--- src/rtl/prog_entry_pkg.sv ---
package prog_entry_pkg;
  typedef enum logic [1:0] {
    ST_POR_WAIT = 2'd0,
    ST_NORMAL   = 2'd1,
    ST_ACTIVE   = 2'd2,
    ST_LOCKED   = 2'd3
  } sess_state_e;
endpackage

--- src/rtl/prog_pin_sync.sv ---
module prog_pin_sync #(
  parameter int STAGES = 2,
  parameter bit RST_VAL = 1'b1
) (
  input  logic clk,
  input  logic arst_i,
  input  logic d_i,
  output logic q_o
);
  logic [STAGES-1:0] chain_q;

  always_ff @(posedge clk or posedge arst_i) begin
    if (arst_i) chain_q <= {STAGES{RST_VAL}};
    else        chain_q <= {chain_q[STAGES-2:0], d_i};
  end

  assign q_o = chain_q[STAGES-1];


  sync_hold_chk: assert property (@(posedge clk) disable iff (arst_i)
    ($past(chain_q[STAGES-2]) == chain_q[STAGES-1]));
endmodule

--- src/rtl/prog_entry_fsm.sv ---
module prog_entry_fsm
  import prog_entry_pkg::*;
#(
  parameter int SETTLE = 2
) (
  input  logic clk,
  input  logic por_i,
  input  logic pin_low_i,
  input  logic isp_any_en_i,
  input  logic pin_rst_dis_i,
  output logic prog_mode_o,
  output logic core_hold_o
);
  localparam int CW = $clog2(SETTLE + 1);

  sess_state_e st_q, st_d;
  logic [CW-1:0] cnt_q;

  always_ff @(posedge clk or posedge por_i) begin
    if (por_i) begin
      st_q  <= ST_POR_WAIT;
      cnt_q <= '0;
    end else begin
      st_q <= st_d;
      if (st_q == ST_POR_WAIT && cnt_q != CW'(SETTLE)) cnt_q <= cnt_q + 1'b1;
    end
  end

  always_comb begin
    st_d = st_q;
    unique case (st_q)
      ST_POR_WAIT: if (cnt_q == CW'(SETTLE)) st_d = pin_low_i ? ST_ACTIVE : ST_NORMAL;
      ST_NORMAL:   if (pin_low_i && isp_any_en_i && !pin_rst_dis_i) st_d = ST_ACTIVE;
      ST_ACTIVE:   if (!pin_low_i) st_d = ST_LOCKED;
      ST_LOCKED:   st_d = ST_LOCKED;
      default:     st_d = ST_POR_WAIT;
    endcase
  end

  assign prog_mode_o = (st_q == ST_ACTIVE);
  assign core_hold_o = (st_q == ST_POR_WAIT) || (st_q == ST_ACTIVE) ||
                       (pin_low_i && !pin_rst_dis_i);


  por_idle_chk: assert property (@(posedge clk) por_i |-> (!prog_mode_o && core_hold_o));

  exit_chk: assert property (@(posedge clk) disable iff (por_i)
    (prog_mode_o && !pin_low_i) |=> !prog_mode_o);

  lock_chk: assert property (@(posedge clk) disable iff (por_i)
    (st_q == ST_LOCKED) |=> (st_q == ST_LOCKED && !prog_mode_o));

  no_fuse_chk: assert property (@(posedge clk) disable iff (por_i)
    (st_q == ST_NORMAL && !isp_any_en_i) |=> !prog_mode_o);

  pin_io_chk: assert property (@(posedge clk) disable iff (por_i)
    (st_q == ST_NORMAL && pin_rst_dis_i) |=> !prog_mode_o);

  hold_in_sess_chk: assert property (@(posedge clk) disable iff (por_i)
    prog_mode_o |-> core_hold_o);
endmodule

--- src/rtl/prog_entry_ctrl.sv ---
module prog_entry_ctrl #(
  parameter int SYNC_STAGES = 2
) (
  input  logic clk,
  input  logic por_i,
  input  logic rst_pin_n_i,
  input  logic isp_any_en_i,
  input  logic pin_rst_dis_i,
  output logic prog_mode_o,
  output logic core_hold_o
);
  localparam int SETTLE = SYNC_STAGES;

  logic pin_n_s;

  prog_pin_sync #(.STAGES(SYNC_STAGES), .RST_VAL(1'b1)) u_sync (
    .clk    (clk),
    .arst_i (por_i),
    .d_i    (rst_pin_n_i),
    .q_o    (pin_n_s)
  );

  prog_entry_fsm #(.SETTLE(SETTLE)) u_fsm (
    .clk           (clk),
    .por_i         (por_i),
    .pin_low_i     (!pin_n_s),
    .isp_any_en_i  (isp_any_en_i),
    .pin_rst_dis_i (pin_rst_dis_i),
    .prog_mode_o   (prog_mode_o),
    .core_hold_o   (core_hold_o)
  );
endmodule

--- config.mk ---
export PLATFORM = sky130hd
export DESIGN_NAME = prog_entry_ctrl
export DESIGN_NICKNAME = d
export VERILOG_FILES = /design/src/rtl/prog_entry_pkg.sv /design/src/rtl/prog_pin_sync.sv /design/src/rtl/prog_entry_fsm.sv /design/src/rtl/prog_entry_ctrl.sv
export SDC_FILE = /design/constraint.sdc
export NUM_CORES = 1
export LEC_CHECK = 0
export BUFFER_PORTS_ARGS = -buffer_cell sky130_fd_sc_hd__buf_2
export CORE_AREA = 5 5 42 44
export DETAILED_ROUTE_END_ITERATION = 10
export DIE_AREA = 0 0 47 49
export PLACE_DENSITY = 0.34
export SLEW_MARGIN = 20
export SYNTH_ARGS = -nofsm -noshare
export SYNTH_HDL_FRONTEND = slang
export SYNTH_SLANG_ARGS = --single-unit
--- constraint.sdc ---
create_clock -name clk -period 1.5 [get_ports clk]
set_input_delay 0.3 -clock clk [delete_from_list [all_inputs] [get_ports clk]]
set_output_delay 0.3 -clock clk [all_outputs]
set_load 0.005 [all_outputs]
# Word-level counts from Yosys, hierarchy flattened

Index checks and enable logic that the tools add are counted.
Widths: inputs -> output; s select.

Logic and storage cells: 27
Input bits: 5
Bits in registers: 6
Output and inout bits: 2

Reductions and logical operators: 10
Add/subtract/negate cells: 1
Mux-type cells: 5
Eq/ne operators: 8

Operators by type and width:

| kind                | count |
|---|---|
| $mux 2              | 4 |
| $pmux 2 s4          | 1 |
| $eq 2x2->1 const B  | 3 |
| $ne 2x1->1 const B  | 3 |
| $logic_and 1x1->1   | 4 |
| $reduce_and 3->1    | 1 |
| $add 2x1->2 const B | 1 |
| $eq 2x1->1 const B  | 1 |
| $logic_not 1->1     | 2 |
| $logic_not 2->1     | 1 |
| $logic_or 1x1->1    | 2 |
| $ne 2x2->1 const B  | 1 |

# Longest topological paths before layout

Gate-level depths: netlist of run 1.

Depth in word-level cells: 5
Gate-level depth with buffers: 4
Mapped depth without buffers: 4

# Modules after synthesis

From an unflattened synthesis of run 1, not the netlist that was laid out.

Cells, all modules: 23
Area total of the unflattened synthesis: 269.0 um2

Modules (own cells, without submodules):

| module          | times used | cells each | sequential area each (um2) | area each (um2) |
|---|---|---|---|---|
| prog_entry_fsm  | 1          | 19         | 100.1                      | 209.0 |
| prog_pin_sync   | 1          | 3          | 52.6                       | 56.3 |
| prog_entry_ctrl | 1          | 1          | 0.0                        | 3.8 |

# Least setup slack after synthesis of run 1

Ideal clock, no wire load.

Path type: register to register
Start: register u_sync.chain_q[1]
End: register u_fsm.st_q[1]
Required time: 1.376 ns
Setup slack: 0.436 ns
Arrival: 0.940 ns
Stages on the path, launching flop included: 3
Setup time: 0.124 ns
Cell sequence: dfstp_2 > and4bb_1 > a211o_1

Cells in the longest elaborated chain, start to end: 5

RTL lines:

| what                            | RTL line              | text |
|---|---|---|
| start, declared                 | prog_pin_sync.sv:10   | `logic [STAGES-1:0] chain_q;` |
| start signal, assigned          | prog_pin_sync.sv:13   | `if (arst_i) chain_q <= {STAGES{RST_VAL}};` |
| start signal, assigned          | prog_pin_sync.sv:14   | `else chain_q <= {chain_q[STAGES-2:0], d_i};` |
| $logic_not 1->1                 | prog_entry_ctrl.sv:26 | `.pin_low_i (!pin_n_s),` |
| $logic_and 1x1->1 (2 in series) | prog_entry_fsm.sv:33  | `ST_NORMAL: if (pin_low_i && isp_any_en_i && !pin_rst_dis_i) st_d = ST_ACTIVE;` |
| $ne 2x1->1 (no line)            | n/a                   |  |
| $reduce_and 3->1 (no line)      | n/a                   |  |
| end signal, assigned            | prog_entry_fsm.sv:24  | `st_q <= st_d;` |
| end, declared                   | prog_entry_fsm.sv:16  | `sess_state_e st_q, st_d;` |

Several ways; a longest one is shown, not always the timed one. The select of a mux whose other input is x is not followed.
A chain may end at the register's enable or synchronous reset.

# Worst setup path in the final report of run 1

Start: register u_sync.chain_q[1]
End: output port core_hold_o

Cells in the longest elaborated chain, start to end: 3

RTL lines:

| what              | RTL line              | text |
|---|---|---|
| $logic_not 1->1   | prog_entry_ctrl.sv:26 |  |
| $logic_and 1x1->1 | prog_entry_fsm.sv:42  | `(pin_low_i && !pin_rst_dis_i);` |
| $logic_or 1x1->1  | prog_entry_fsm.sv:41  | `assign core_hold_o = (st_q == ST_POR_WAIT) \|\| (st_q == ST_ACTIVE) \|\|` |
| end, declared     | prog_entry_ctrl.sv:10 | `output logic core_hold_o` |

Every way passes these cells.

==> impl_metrics.tcl, run 1 <==
set metrics [dict create \
    reg2reg_setup_slack_ns 0.38 \
    ioPinCount 7 \
    ys_warn_count 0 \
    grt_max_degree 7 \
    cp.required_ns 1.20 \
    drt-pass1-iter-count 2 \
    syn_to_final_growth_pct 33.8 \
    worst_setup_path_start_kind "register" \
    cts_buffer_depth 2 \
    die-area_sq_um 2300 \
    post_dp_cell_area_sq_um 305 \
    grt-ovfl-total 0 \
    max_cap_violations 0 \
    syn_nets 26 \
    port_buffers 6 \
    start_util_pct 18.2 \
    p_sw_uw 120 \
    rows 14 \
    setup_viol 0 \
    grt_usage_pct 5.02 \
    avgSynthCellArea_sq_um 12.8 \
    ys_seq_area_share_pct 59.8 \
    num-nets-final 38 \
    clkLatencyLatePin_ns 0.25 \
    cts_tree "built" \
    wl_um 442 \
    final_antenna_net_count 0 \
    pwr-share-seq_pct 45.4 \
    timing.slew.headroom_pct 80.9 \
    coreArea_sq_um 1400 \
    finalHoldViolations 0 \
    cts-root-buf "clkbuf_4" \
    p_leak_nw 0.151 \
    hold_ws_ns 0.156 \
    p_sw_share_pct 26.2 \
    drc_errors 0 \
    utilization_pct 24.4 \
    die_x_um 47 \
    num_antenna_cells 0 \
    finalInstanceArea_sq_um 342 \
    peakVddDrop_mv 0.443 \
    grt_pass1_vias 204 \
    synth_cell_type_count 14 \
    cp_max_fo 4 \
    tns_ns 0 \
    crit_type "register to output port" \
    slowest_stage "dfstp_2" \
    ff_latch_area_sq_um 153 \
    avgViaCountPerCell 3.89 \
    die_h_um 49 \
    intPower_uw 337 \
    syn_inst 20 \
    drive_gt1_share_pct 38.7 \
    crit_arrival_ns 0.98 \
    power.density_nw_per_um2 1340 \
    layout_commonest_cell "buf_2" \
    rsz0062_at_grt "no" \
    place_congestion 0.687 \
    fmax_ghz 0.782 \
    final_cell_mix "buf_2, dfrtp_1, inv_1, clkbuf_4, dfstp_2" \
    period_share_pct 85.3 \
    drtIter0Drc 3 \
    htreeDepth 1 \
    min_path_type "input pin to register" \
    power_frac_comb_pct 18.3 \
    totalPowerFinal_uw 457 \
    status "finished, final reports clean" \
    fillers 159 \
    ys_ff_latch 6 \
    slowest_delay_ns 0.54 \
    critPathCaptureType "output port" \
    numCtsBuffers 3 \
    cts_sinks 6 \
    path_cells "o21ai_1 -> buf_2" \
    clk_pin_slew_ns 0.04 \
    ctsResizeCount 0 \
    routedWlPerCell_um 9.40 \
    final.setup_skew_ns 0.0116 \
    vias 183 \
    period_needed_ns 1.28 \
    dp_hpwl_um 331 \
    clkPwrFrac_pct 36.4 \
    grt_pass1_wl_um 772 \
    mappedNetlistArea_sq_um 255 \
    grt_antenna_before_repair 0 \
    multi_input_area_sq_um 91.3 \
    slew_violations 0 \
    worst_slew_pin_slew_ns 0.286 \
]
==> per-stage QoR <==
step	cells	setup WS [ns]
2_1_floorplan	20	0.436
3_3_place_gp	42	0.394
3_5_place_dp	42	0.384
4_1_cts	47	0.208
5_1_grt	47	0.176
6_report	47	0.220
==> power by group through the flow <==
stage          logic, mW  clock network [mW]  registers, mW
2_1_floorplan     0.0633                   0          0.207
3_3_place_gp      0.0817                   0          0.209
3_5_place_dp      0.0842                   0          0.210
4_1_cts           0.0870               0.170          0.207
5_1_grt            0.104               0.185          0.212
6_report          0.0834               0.166          0.207
==> per-layer routing <==
layer / vias to the layer above / track usage, % / wire length [um]
met4: 0 / 5.53 / 17
met1: 83 / 5.12 / 197
li1: 90 / - / -
met5: - / 0 / 0
met2: 8 / 6.79 / 183
met3: 2 / 2.21 / 44
==> timing repair <==
| action | 4_1_cts | 5_1_grt |
|---|---|---|
| hold buffers | 1 | 0 |
| hold endpoints to repair | 4 | 0 |
| setup buffers | 0 | 0 |
==> flip-flops by register name, summed over array words and instances, names as in the netlist <==
name	flops
u_fsm.cnt_q	2
u_fsm.st_q	2
u_sync.chain_q	2
==> synth_stat cells, drive strengths merged <==
cell type	count	area share [%]
nor2b	1	2.5
mux2i	1	3.9
xnor2	1	3.4
a211o	1	3.4
nor3	2	5.9
nor4b	1	3.4
ha	1	4.9
dfstp	2	21
o21ai	1	2.0
dfrtp	4	39
and4bb	1	4.9
nor2	1	1.5
inv	3	4.4
==> critical path, delay by kind of cell, from the launching register on <==
| family | cells | cell delay [ns] |
|---|---|---|
| flip-flops | 1 | 0.54 |
| AO/OA/AOI/OAI | 1 | 0.07 |
| buffers and inverters | 1 | 0.13 |
==> cells by family (layout without fill, tap and decap cells) <==
group	count (synthesis)	after routing	share of synthesized area (%)
adder cells (fa/ha/maj)	1	1	4.90
multiplexers	1	1	3.92
flip-flops	6	6	59.8
AO/OA/AOI/OAI	2	2	5.39
AND/OR/NAND/NOR	6	6	18.1
buffers and inverters	3	14	4.41
XOR/XNOR	1	1	3.43
==> area by class of cell <==
cell class                 count  share of cell area, %
clock buffer                   4                   7.69
inverter                       3                   3.30
multi-input combinational     11                   26.7
sequential                     6                   44.7
timing repair buffer           7                   11.7
tap                           16                   5.86
==> path summary, 6_finish.rpt <==
path,startpoint,end,cells after the start
max,u_sync.chain_q[1],core_hold_o,2
min,rst_pin_n_i,u_sync.chain_q[0],1
max reg2reg,u_fsm.cnt_q[0],u_fsm.cnt_q[1],4
min reg2reg,u_sync.chain_q[0],u_sync.chain_q[1],0
max in group asynchronous,por_i,u_sync.chain_q[0],3
min in group asynchronous,por_i,u_fsm.cnt_q[0],3
(Power assumes the default switching activity.)
==> inputs of run 2 (changes only) <==
--- a/config.mk
+++ b/config.mk
@@ -6,10 +6,13 @@
 export NUM_CORES = 1
 export LEC_CHECK = 0
 export BUFFER_PORTS_ARGS = -buffer_cell sky130_fd_sc_hd__buf_2
+export CAP_MARGIN = 30
 export CORE_AREA = 5 5 42 44
+export CTS_BUF_LIST = sky130_fd_sc_hd__clkbuf_16
 export DETAILED_ROUTE_END_ITERATION = 10
 export DIE_AREA = 0 0 47 49
 export PLACE_DENSITY = 0.34
+export RECOVER_POWER = 50
 export SLEW_MARGIN = 20
 export SYNTH_ARGS = -nofsm -noshare
 export SYNTH_HDL_FRONTEND = slang
==> run 2 against run 1 <==
Effect of this change: sequential power barely moved; critical endpoint unchanged; final cell count did not move; core utilization rose by 3.8 points; first-iteration DRC count fell by 100%; clock-buffer cell count fell by 1; sequential share of layout area fell by 6.0 points; global-route usage rose by 0.14 points.
==> impl_metrics.tcl, run 2 (synthesis results as in run 1) <==
set metrics [dict create \
    status "finished, final reports clean" \
    worst-path-buf-inv 1 \
    drt-pass1-iter-count 1 \
    p_sw_share_pct 19.7 \
    num-nets-final 38 \
    drtIter0Drc 0 \
    place_ws_ns 0.384 \
    rsz0062_at_grt "no" \
    final_cell_mix "buf_2, inv_1, dfrtp_1" \
    utilization_pct 28.1 \
    intPower_uw 582 \
    syn_to_final_growth_pct 54.4 \
    clk_pin_slew_ns 0.03 \
    max_cap_violations 0 \
    grt-ovfl-total 0 \
    clkLatencyLatePin_ns 0.23 \
    fin_ws_ns 0.240 \
    min_path_type "input pin to register" \
    p_leak_nw 0.178 \
    clkPwrFrac_pct 59.9 \
    slew_violations 0 \
    num_antenna_cells 0 \
    final_antenna_net_count 0 \
    cts_sinks 6 \
    cp.required_ns 1.20 \
    post_cts_buffers 0 \
    rows 14 \
    ctsResizeCount 0 \
    slowest_stage "dfstp_2" \
    power.density_nw_per_um2 1840 \
    layout_commonest_cell "buf_2" \
    wl_um 448 \
    peakVddDrop_mv 0.643 \
    slowest_delay_ns 0.54 \
    grt_usage_pct 5.16 \
    finalInstanceArea_sq_um 394 \
    ioPinCount 7 \
    post_dp_cell_area_sq_um 305 \
    fmax_ghz 0.794 \
    drive_gt1_share_pct 38.7 \
    tns_ns 0 \
    worst_setup_path_start_kind "register" \
    grt_max_degree 7 \
    routedWlPerCell_um 9.53 \
    grt_antenna_before_repair 0 \
    hold_path_depth 1 \
    path_cells "o21ai_1 -> buf_2" \
    crit_arrival_ns 0.96 \
    die-area_sq_um 2300 \
    start_util_pct 18.2 \
    port_buffers 6 \
    avgViaCountPerCell 3.98 \
    die_h_um 49 \
    worst_slew_pin_slew_ns 0.288 \
    die_x_um 47 \
    vias 187 \
    cts-root-buf "clkbuf_16" \
    pwr-share-seq_pct 28.7 \
    critPathTopFamily "flip-flops" \
    setup_viol 0 \
    power_frac_comb_pct 11.5 \
    final.setup_skew_ns 0.00372 \
    critPathCaptureType "output port" \
    cts_tree "built" \
    r2r.worst_path.cells 4 \
    dp_hpwl_um 331 \
    grt_pass1_wl_um 772 \
    period_share_pct 84.0 \
    finalHoldViolations 0 \
    cp_max_fo 4 \
    place_congestion 0.687 \
    cts_hold_buf 1 \
    numCtsBuffers 3 \
    coreArea_sq_um 1400 \
    hold_ws_ns 0.174 \
    fillers 154 \
    crit_type "register to output port" \
    p_sw_uw 143 \
    cp.depth 2 \
    top_regs "u_fsm.cnt_q: 2 flops, u_fsm.st_q: 2 flops, u_sync.chain_q: 2 flops" \
    timing.slew.headroom_pct 80.7 \
    period_needed_ns 1.26 \
    htreeDepth 1 \
    cts_buffer_depth 2 \
    drc_errors 0 \
    grt_pass1_vias 206 \
]
==> run 2: power groups by stage <==
stage | combinational [mW] | sequential [mW] | clock, mW
after floorplan | 0.0633 | 0.207 | 0
after global placement | 0.0817 | 0.209 | 0
after detailed placement | 0.0842 | 0.210 | 0
after CTS | 0.0870 | 0.208 | 0.444
after global routing | 0.104 | 0.213 | 0.453
final | 0.0831 | 0.208 | 0.434
==> run 2: path summary, 6_finish.rpt <==
path                                   startpoint           endpoint  slack (ns)
worst max-delay path            u_sync.chain_q[1]        core_hold_o        0.24
worst min-delay path                  rst_pin_n_i  u_sync.chain_q[0]        0.17
worst max register to register     u_fsm.cnt_q[0]     u_fsm.cnt_q[1]        0.39
worst min register to register  u_sync.chain_q[0]  u_sync.chain_q[1]        0.35
max in group asynchronous                   por_i  u_sync.chain_q[0]        0.71
min in group asynchronous                   por_i     u_fsm.cnt_q[0]        0.53
==> run 2: cell type report <==
class	instances	area [sq um]	area share, %
sequential	6	153	38.7
multi-input combinational	11	91.3	23.2
clock buffer	3	75.1	19.0
timing repair buffer	7	40.0	10.2
tap	16	20.0	5.08
inverter	3	11.3	2.86
clock inverter	1	3.75	0.952
==> run 2: per-layer routing <==
| layer | track usage [%] | vias to the layer above | part of all wire (%) | routed length, um |
|---|---|---|---|---|
| met2 | 6.56 | 8 | 42 | 187 |
| met5 | 0 | - | 0 | 0 |
| met4 | 5.53 | 0 | 3.6 | 16 |
| met3 | 3.32 | 4 | 13 | 58 |
| li1 | - | 91 | - | - |
| met1 | 5.12 | 84 | 42 | 186 |
==> run 2: stage by stage <==
stage / power [mW] / instances
2_1_floorplan: 0.270 / 20
3_3_place_gp: 0.290 / 42
3_5_place_dp: 0.294 / 42
4_1_cts: 0.739 / 47
5_1_grt: 0.770 / 47
6_report: 0.725 / 47
==> run 2: worst reg2reg max path: stages, from the launching register on <==
cell	delay, ns
dfrtp_1	0.31
inv_1	0.05
ha_1	0.21
nor3_2	0.24
mux2i_1	0.22
==> inputs of run 3 (changes only) <==
--- a/config.mk
+++ b/config.mk
@@ -5,13 +5,14 @@
 export SDC_FILE = /design/constraint.sdc
 export NUM_CORES = 1
 export LEC_CHECK = 0
+export ABC_AREA = 1
 export BUFFER_PORTS_ARGS = -buffer_cell sky130_fd_sc_hd__buf_2
 export CAP_MARGIN = 30
 export CORE_AREA = 5 5 42 44
 export CTS_BUF_LIST = sky130_fd_sc_hd__clkbuf_16
 export DETAILED_ROUTE_END_ITERATION = 10
 export DIE_AREA = 0 0 47 49
-export PLACE_DENSITY = 0.34
+export PLACE_DENSITY = 0.35
 export RECOVER_POWER = 50
 export SLEW_MARGIN = 20
 export SYNTH_ARGS = -nofsm -noshare
==> constraint.sdc (replaced) <==
create_clock -name clk -period 1.2 [get_ports clk]
set_input_delay 0.24 -clock clk [delete_from_list [all_inputs] [get_ports clk]]
set_output_delay 0.24 -clock clk [all_outputs]
set_load 0.005 [all_outputs]
==> run 3 against run 2 <==
Effect of this change: hold slack got worse by 0.058 ns; core utilization increased by 2.1 points; synthesized cell count rose by 40%.
==> impl_metrics.tcl, run 3 <==
set metrics [dict create \
    status "finished, final reports clean" \
    worst_setup_path_start_kind "register" \
    critPathCaptureType "output port" \
    grt_max_degree 7 \
    num_antenna_cells 0 \
    ioPinCount 7 \
    drtIter0Drc 4 \
    clkLatencyLatePin_ns 0.23 \
    coreArea_sq_um 1400 \
    grt_pass1_wl_um 883 \
    final_cell_mix "nand2_1, buf_2, inv_1, dfrtp_1" \
    grt_antenna_before_repair 0 \
    totalPowerFinal_uw 772 \
    drc_errors 0 \
    ff_latch_area_sq_um 153 \
    tns_ns 0 \
    place_congestion 0.734 \
    slowest_delay_ns 0.52 \
    synth_commonest_cells "nand2_1, dfrtp_1, inv_1, nor2_1" \
    grt_pass1_vias 232 \
    fillers 155 \
    fmax_ghz 0.861 \
    ys_ff_latch 6 \
    avgViaCountPerCell 3.88 \
    utilization_pct 30.3 \
    slew_violations 0 \
    setup_viol 0 \
    timing.slew.headroom_pct 83.7 \
    clk_pin_slew_ns 0.03 \
    wl_um 529 \
    port_buffers 6 \
    place_ws_ns 0.125 \
    path_cells "o21ai_1 -> buf_2" \
    crit_arrival_ns 0.92 \
    fin_ws_ns 0.0384 \
    ys.flop_type "dfrtp_1" \
    synth_cell_type_count 14 \
    final.setup_skew_ns 0.00402 \
    top_regs "u_fsm.cnt_q: 2 flops, u_fsm.st_q: 2 flops, u_sync.chain_q: 2 flops" \
    synth_top_cell_area_share_pct 37.0 \
    drt-pass1-iter-count 4 \
    power.density_nw_per_um2 1820 \
    cp.required_ns 0.96 \
    cts_sinks 6 \
    synthArstFlopShare_pct 100 \
    ys_top_cells_by_area "dfrtp_1, dfstp_2, nand2_1, xor2_2, ha_1" \
    period_needed_ns 1.16 \
    drive_gt1_share_pct 41.5 \
    finalInstanceArea_sq_um 424 \
    multi_input_area_sq_um 103 \
    worst_slew_pin_slew_ns 0.244 \
    post-synth-top-count-cell "nand2_1" \
    slowest_stage "dfstp_2" \
    cts-root-buf "clkbuf_16" \
    mappedNetlistArea_sq_um 270 \
    cp_max_fo 2 \
    cts_tree "built" \
    synth_top_cell_by_area "dfrtp_1" \
    ys_warn_count 0 \
    syn_inst 28 \
    htreeDepth 1 \
    vias 221 \
    dp.cells 50 \
    final_antenna_net_count 0 \
    die_h_um 49 \
    avgSynthCellArea_sq_um 9.65 \
    ys_seq_area_share_pct 56.5 \
    rsz0062_at_grt "no" \
    rows 14 \
    start_util_pct 19.3 \
    min_path_type "input pin to register" \
    routedWlPerCell_um 9.28 \
    num-nets-final 48 \
    max_cap_violations 0 \
    finalHoldViolations 0 \
    die_x_um 47 \
    grt-ovfl-total 0 \
    crit_type "register to output port" \
    peakVddDrop_mv 0.690 \
    grt_usage_pct 5.95 \
    die-area_sq_um 2300 \
    post_dp_cell_area_sq_um 320 \
    final_cells 57 \
    dp_hpwl_um 391 \
    period_share_pct 96.8 \
    syn_to_final_growth_pct 56.9 \
    syn_nets 34 \
    p_leak_nw 0.208 \
    synth_edf_count 0 \
    cts_buffer_depth 2 \
    hold_ws_ns 0.116 \
    numCtsBuffers 3 \
]
## run 3: cell families after synthesis
| logic type | synth area share [%] |
|---|---|
| AND/OR/NAND/NOR | 19.0 |
| flip-flops | 56.5 |
| AO/OA/AOI/OAI | 8.33 |
| buffers and inverters | 5.55 |
| XOR/XNOR | 6.02 |
| adder cells (fa/ha/maj) | 4.63 |
## run 3: path summary, 6_finish.rpt
kind | to | from | slack (ns) | cells after the start
min in group asynchronous | u_fsm.st_q[1] | por_i | 0.47 | 3
max in group asynchronous | u_sync.chain_q[1] | por_i | 0.46 | 3
max reg2reg | u_fsm.cnt_q[0] | u_fsm.cnt_q[0] | 0.14 | 5
min reg2reg | u_sync.chain_q[1] | u_sync.chain_q[0] | 0.35 | 0
max | core_hold_o | u_sync.chain_q[1] | 0.04 | 2
min | u_sync.chain_q[0] | rst_pin_n_i | 0.12 | 1
## run 3: cell type report
type / count / area share (%)
multi-input combinational: 18 / 24.2
inverter: 4 / 3.54
clock buffer: 3 / 17.7
tap: 16 / 4.72
timing repair buffer: 9 / 13.0
clock inverter: 1 / 0.885
sequential: 6 / 36.0
## run 3: power breakdown
part	internal (mW)	leakage (nW)	switching (mW)	total (mW)
logic	0.0113	0.0996	0.0102	0.0214
clock network	0.432	0.0423	0.108	0.540
registers	0.210	0.0665	0.00125	0.211
total	0.652	0.208	0.120	0.772
## run 3: repair_timing
action	CTS	global route
setup buffers	1	1
setup endpoints to repair	1	2
gates resized for setup	0	1
hold buffers	1	0
endpoints found under the hold margin	4	0
## run 3: worst max-delay path, delay by kind of cell, from the launching register on
kind | cells | cell delay (ns)
AOI/OAI and AO/OA | 1 | 0.06
buffers and inverters | 1 | 0.13
DFF | 1 | 0.52
## run 3: routing by layer
layer / track usage (%) / vias up / wire length [um]
met2: 7.24 / 9 / 217
met4: 6.91 / 0 / 12
met1: 6.26 / 98 / 237
li1: - / 112 / -
met3: 3.32 / 2 / 62
met5: 0 / - / 0
